## src/rtl/exc_gate_pkg.sv

```systemverilog
package exc_gate_pkg;

  localparam int unsigned CLS_W  = 2;
  localparam int unsigned NSRC   = 2;
  localparam int unsigned SRC_W  = 2;

  // index order is priority order: lower index wins
  localparam int unsigned IDX_ADDR = 0;
  localparam int unsigned IDX_IRQ  = 1;

  typedef enum logic [CLS_W-1:0] {
    CLS_PLAIN  = 2'b00,
    CLS_DSLOT  = 2'b01,
    CLS_CREG   = 2'b10,
    CLS_RSVD   = 2'b11
  } icls_e;

  typedef enum logic [SRC_W-1:0] {
    SRC_NONE = 2'b00,
    SRC_ADDR = 2'b01,
    SRC_IRQ  = 2'b10
  } esrc_e;

  function automatic icls_e norm_cls(input logic [CLS_W-1:0] c);
    icls_e r;
    case (c)
      2'b01:   r = CLS_DSLOT;
      2'b10:   r = CLS_CREG;
      default: r = CLS_PLAIN;
    endcase
    return r;
  endfunction

endpackage

```

## src/rtl/exc_pend_store.sv

```systemverilog
module exc_pend_store
  import exc_gate_pkg::*;
#(
  parameter int unsigned N = NSRC
) (
  input  logic         clk,
  input  logic         rst_n,
  input  logic [N-1:0] set_i,
  input  logic [N-1:0] clr_i,
  output logic [N-1:0] pend_o
);

  logic [N-1:0] pend_q;
  logic [N-1:0] pend_d;

  always_comb begin
    for (int i = 0; i < N; i++) begin
      pend_d[i] = set_i[i] | (pend_q[i] & ~clr_i[i]);
    end
  end

  always_ff @(posedge clk or negedge rst_n) begin
    if (!rst_n) pend_q <= '0;
    else        pend_q <= pend_d;
  end

  assign pend_o = pend_q;

  for (genvar g = 0; g < N; g++) begin : g_chk
    AST_HOLD_UNTIL_TAKEN: assert property (@(posedge clk) disable iff (!rst_n)
      (pend_q[g] && !clr_i[g]) |=> pend_q[g]);
    AST_CLEAR_ON_TAKE: assert property (@(posedge clk) disable iff (!rst_n)
      (clr_i[g] && !set_i[g]) |=> !pend_q[g]);
    AST_SET_WINS: assert property (@(posedge clk) disable iff (!rst_n)
      set_i[g] |=> pend_q[g]);
  end

endmodule

```

## src/rtl/exc_slot_track.sv

```systemverilog
module exc_slot_track
  import exc_gate_pkg::*;
(
  input  logic             clk,
  input  logic             rst_n,
  input  logic             dec_valid,
  input  logic [CLS_W-1:0] dec_class,
  output icls_e            slot_o
);

  icls_e slot_q;
  icls_e slot_d;

  always_comb begin
    slot_d = slot_q;
    if (dec_valid) slot_d = norm_cls(dec_class);
  end

  always_ff @(posedge clk or negedge rst_n) begin
    if (!rst_n) slot_q <= CLS_PLAIN;
    else        slot_q <= slot_d;
  end

  assign slot_o = slot_q;

  AST_IDLE_KEEPS_SLOT: assert property (@(posedge clk) disable iff (!rst_n)
    !dec_valid |=> $stable(slot_q));
  AST_NO_RSVD_SLOT: assert property (@(posedge clk) disable iff (!rst_n)
    slot_q != CLS_RSVD);

endmodule

```

## src/rtl/exc_accept_arb.sv

```systemverilog
module exc_accept_arb
  import exc_gate_pkg::*;
#(
  parameter int unsigned N = NSRC
) (
  input  logic         dec_valid,
  input  icls_e        slot_i,
  input  logic [N-1:0] pend_i,
  output logic [N-1:0] grant_o,
  output esrc_e        src_o
);

  logic [N-1:0] allow;
  logic [N-1:0] elig;
  logic [N:0]   taken_lower;

  always_comb begin
    allow           = '0;
    allow[IDX_ADDR] = (slot_i != CLS_DSLOT);
    allow[IDX_IRQ]  = (slot_i == CLS_PLAIN);
    elig            = pend_i & allow & {N{dec_valid}};
  end

  // fixed priority: a source is granted when no lower index is eligible
  assign taken_lower[0] = 1'b0;
  for (genvar g = 0; g < N; g++) begin : g_pri
    assign grant_o[g]       = elig[g] & ~taken_lower[g];
    assign taken_lower[g+1] = taken_lower[g] | elig[g];
  end

  always_comb begin
    src_o = SRC_NONE;
    if (grant_o[IDX_ADDR])     src_o = SRC_ADDR;
    else if (grant_o[IDX_IRQ]) src_o = SRC_IRQ;
  end

endmodule

```

## src/rtl/exc_gate_top.sv

```systemverilog
module exc_gate_top
  import exc_gate_pkg::*;
(
  input  logic             clk,
  input  logic             rst_n,
  input  logic             dec_valid,
  input  logic [CLS_W-1:0] dec_class,
  input  logic             addr_err_req,
  input  logic             irq_req,
  output logic             take_o,
  output logic [SRC_W-1:0] take_src
);

  logic [NSRC-1:0] req_vec;
  logic [NSRC-1:0] pend;
  logic [NSRC-1:0] grant;
  icls_e           slot;
  esrc_e           src;

  always_comb begin
    req_vec           = '0;
    req_vec[IDX_ADDR] = addr_err_req;
    req_vec[IDX_IRQ]  = irq_req;
  end

  exc_pend_store #(.N(NSRC)) u_pend (
    .clk    (clk),
    .rst_n  (rst_n),
    .set_i  (req_vec),
    .clr_i  (grant),
    .pend_o (pend)
  );

  exc_slot_track u_slot (
    .clk       (clk),
    .rst_n     (rst_n),
    .dec_valid (dec_valid),
    .dec_class (dec_class),
    .slot_o    (slot)
  );

  exc_accept_arb #(.N(NSRC)) u_arb (
    .dec_valid (dec_valid),
    .slot_i    (slot),
    .pend_i    (pend),
    .grant_o   (grant),
    .src_o     (src)
  );

  assign take_o   = |grant;
  assign take_src = src;

  AST_NONE_IN_DSLOT: assert property (@(posedge clk) disable iff (!rst_n)
    (slot == CLS_DSLOT) |-> !take_o);
  AST_NO_IRQ_AFTER_CREG: assert property (@(posedge clk) disable iff (!rst_n)
    (slot == CLS_CREG) |-> (take_src != SRC_IRQ));
  AST_NO_TAKE_IDLE: assert property (@(posedge clk) disable iff (!rst_n)
    !dec_valid |-> !take_o);
  AST_ONE_GRANT: assert property (@(posedge clk) disable iff (!rst_n)
    $onehot0(grant));
  AST_ADDR_FIRST: assert property (@(posedge clk) disable iff (!rst_n)
    (take_o && pend[IDX_ADDR]) |-> (take_src == SRC_ADDR));
  AST_TAKE_NEEDS_PEND: assert property (@(posedge clk) disable iff (!rst_n)
    take_o |-> (pend != '0));

endmodule

```

## config.mk

```make
export PLATFORM = sky130hd
export DESIGN_NAME = exc_gate_top
export DESIGN_NICKNAME = d
export VERILOG_FILES = /design/src/rtl/exc_gate_pkg.sv /design/src/rtl/exc_pend_store.sv /design/src/rtl/exc_slot_track.sv /design/src/rtl/exc_accept_arb.sv /design/src/rtl/exc_gate_top.sv
export SDC_FILE = /design/constraint.sdc
export NUM_CORES = 1
export LEC_CHECK = 0
export CAP_MARGIN = 40
export CORE_AREA = 2 2 39 41
export CTS_CLUSTER_DIAMETER = 120
export DETAILED_ROUTE_END_ITERATION = 12
export DIE_AREA = 0 0 41 43
export MAX_ROUTING_LAYER = met4
export SLEW_MARGIN = 20
export SYNTH_ARGS = -nofsm -noshare
export SYNTH_HDL_FRONTEND = slang
export SYNTH_SLANG_ARGS = --single-unit
```

## constraint.sdc

```tcl
create_clock -name clk -period 1.2 [get_ports clk]
set_clock_uncertainty 0.1 [all_clocks]
set_input_delay 0.18 -clock clk [delete_from_list [all_inputs] [get_ports clk]]
set_output_delay 0.18 -clock clk [all_outputs]
set_load 0.005 [all_outputs]
```

==> reports/results.ini <==
[synth]
netlist_cell_types=11
yosys-top-cells-area=sky130_fd_sc_hd__dfrtp_1 53%, sky130_fd_sc_hd__a21o_1 7.9%, sky130_fd_sc_hd__inv_1 7.9%
synthesis.area_um2=190.2
synth.top_cell.area_share=0.5263
synth_enable_flop_cells=0
postSynth.asyncResetShare=1.000
postSynth.topFlopCell=sky130_fd_sc_hd__dfrtp_1
synth_cells=20
synth_common_cells=4 x sky130_fd_sc_hd__dfrtp_1, 4 x sky130_fd_sc_hd__inv_1, 3 x sky130_fd_sc_hd__nor2_1, 2 x sky130_fd_sc_hd__a21o_1
netlist.top_cell.by_area=sky130_fd_sc_hd__dfrtp_1
synth_seq_area_share=0.5263
synth_seq_cells=4
syn_area_per_cell_um2=9.509
synth-warning-count=0
synth_nets=27

[worst_setup_path]
kind_of_critical_path=reg2out
slowest_stage=sky130_fd_sc_hd__dfrtp_1
cpPeakStageDelay_ps=380
worstPathMaxFanout=2
cp_data_required_time_ps=920
critPathCaptureType=output port
critical-path-top-cell-by-count=sky130_fd_sc_hd__buf_6
start_kind=flip-flop
cp_num_buf_inv=3
crit_path_cell_trace=buf_6 -> o21ai_4 -> buf_6 -> nor2_2 -> buf_2
worst_ep_arrival_time_ps=1120
cp_top_family=flip-flops

[clock_tree]
cts-buffers-inserted=3
htreeDepth=1
clockBufferDepth=2
ctsRootBufferMaster=sky130_fd_sc_hd__clkbuf_4
cts.sink_count=4
worst_setup_hold_path_clk_slew_ps=40
worst_skew_pair.late_latency_ps=230
tritoncts=yes

[layout]
final.fill_count=152
post_route_cells_drive_above_1_share=0.4615
seqCellArea_um2=100.1
final_net_count=48
n_antenna_cell=0
syn_to_final_growth_pct=103.9
multi_input_area_um2=93.84

[global_routing]
grt_first_pass_wirelength_um=703
grt_start_max_net_pins=5
first_global_vias=218
globalRouteOverflowTotal=0
gr-usage-all-layers=0.06605
antenna_found_initial=0

[power_and_ir_drop]
power-per-cell-area_mw_per_mm2=1080
leakagePower_nw=0.1869
irDropWorstVdd_mv=0.3658

[placement]
port_buffers=9
dp_slack_ps=-516.5
place.gp.congestion=0.5763
dpl.hpwl_um=372

[timing]
unrepaired_setup_endpoints_after_global_routing=yes
timing.fmax_mhz=712.9
final_report_setup_violation_count=3
relSlewSlack=0.8498
finalMaxSlewViolations=0
final.min_clock_period_ps=1403
worstMarginPinSlew_ps=225.2
totalNegativeSetupSlack_ps=-513.0
smallest_setup_slack_after_layout_ps=-202.8
hold_violations=0
min_period_over_period=1.169

[floorplanning]
horizontal_die_dimension_um=41
core_mm2=0.001384
design.portCount=10
rows=14
floorplan.die.height_um=43
fp.dieArea_mm2=0.001763
initial_utilization=0.1374

[route]
drtAntennaViolNets=0
wirelength_um=516
drt-wirelength-per-cell_um=9.382
drc_errors=0
dr.first_iter.drc_count=1
dr.pass1.iters=2
viasPerCell=3.709
vias=204

[run]
timing.max_cap.violations=0

[hold_path]
min_path_type=in2async

[run_status]
outcome=finished, violations left
failed_checks=negative setup slack

==> cell families (layout without fill, tap and decap cells) <==
| kind of cell | Yosys count | count (layout) | share of synthesized area |
|---|---|---|---|
| AO/OA/AOI/OAI | 6 | 6 | 0.2105 |
| AND/OR/NAND/NOR | 6 | 6 | 0.1842 |
| flip-flops | 4 | 4 | 0.5263 |
| buffers and inverters | 4 | 23 | 0.07892 |
==> timing repair <==
item                       4_1_cts  5_1_grt
resized for setup               18        2
buffers inserted                 3        0
setup endpoints to repair        3        4
pin swaps                        4        1
hold buffers                     0        0
==> worst register-to-register path, delay by kind of cell (launching register included) <==
family                 cells  cell delay [ps]
flip-flops                 1              380
AND/OR/NAND/NOR            1               90
buffers and inverters      3              360
AO/OA/AOI/OAI              1              160
==> cells in the final DEF, fill, tap and decap left out <==
master	count
sky130_fd_sc_hd__dfrtp_1	4
sky130_fd_sc_hd__nand2_1	1
sky130_fd_sc_hd__inv_4	1
sky130_fd_sc_hd__inv_1	2
sky130_fd_sc_hd__nor2_2	1
sky130_fd_sc_hd__clkdlybuf4s50_1	5
sky130_fd_sc_hd__a21oi_1	1
sky130_fd_sc_hd__o21ai_0	1
sky130_fd_sc_hd__buf_2	3
sky130_fd_sc_hd__o21ai_4	1
sky130_fd_sc_hd__a21o_1	2
sky130_fd_sc_hd__buf_6	2
sky130_fd_sc_hd__nor2_1	2
sky130_fd_sc_hd__buf_4	5
sky130_fd_sc_hd__clkbuf_4	3
sky130_fd_sc_hd__nand3b_1	1
sky130_fd_sc_hd__inv_2	1
sky130_fd_sc_hd__dlygate4sd2_1	1
sky130_fd_sc_hd__nand4_4	1
sky130_fd_sc_hd__o22ai_1	1
==> flip-flops by register name (all words and copies together), names as in the netlist <==
register / cells
u_slot.slot_o: 2
u_pend.pend_o: 2
==> routing by layer <==
layer  GRT usage  vias to the layer above  wire length [µm]
met1     0.04221                       95               180
met5           -                        -                 0
met3     0.03141                        0                27
li1            -                      105                 -
met4     0.06000                        0                 0
met2      0.1125                        4               307
==> layout make-up <==
cell class                      instances  share of cell area
Inverter                                4             0.04516
Timing Repair Buffer                   16              0.3452
Multi-Input combinational cell         12              0.2419
Sequential cell                         4              0.2581
Clock buffer                            3             0.05806
Tap cell                               16             0.05161
==> final timing paths <==
| check | cells past startpoint | endpoint | slack, ps | start |
|---|---|---|---|---|
| max | 5 | take_o | -200 | u_slot.slot_o[1] |
| min | 1 | u_pend.pend_o[1] | 50 | rst_n |
| max reg2reg | 5 | u_pend.pend_o[1] | 0 | u_slot.slot_o[1] |
| min reg2reg | 1 | u_pend.pend_o[1] | 410 | u_pend.pend_o[1] |
| max in group asynchronous | 1 | u_slot.slot_o[1] | 780 | rst_n |
| min in group clk | 1 | u_pend.pend_o[1] | 410 | u_pend.pend_o[1] |
==> where the power goes <==
group | switching, mW | internal (mW)
clock | 0.0508 | 0.112
combinational | 0.0434 | 0.0609
sequential | 0.00655 | 0.146
total | 0.101 | 0.318
==> metrics by stage <==
stage	instances	cell area [µm²]	hold slack [ps]	util	total power, mW
after floorplan	20	190.2	-215.6	-	0.1789
after global placement	49	330.3	289.0	0.2387	0.2378
after detailed placement	49	330.3	299.9	0.2387	0.2392
after CTS	55	376.6	51.51	0.2722	0.4180
after global routing	55	387.9	64.37	0.2803	0.4442
final	55	387.9	49.88	0.2803	0.4191
Note: power is estimated with default switching activity, not from simulation.
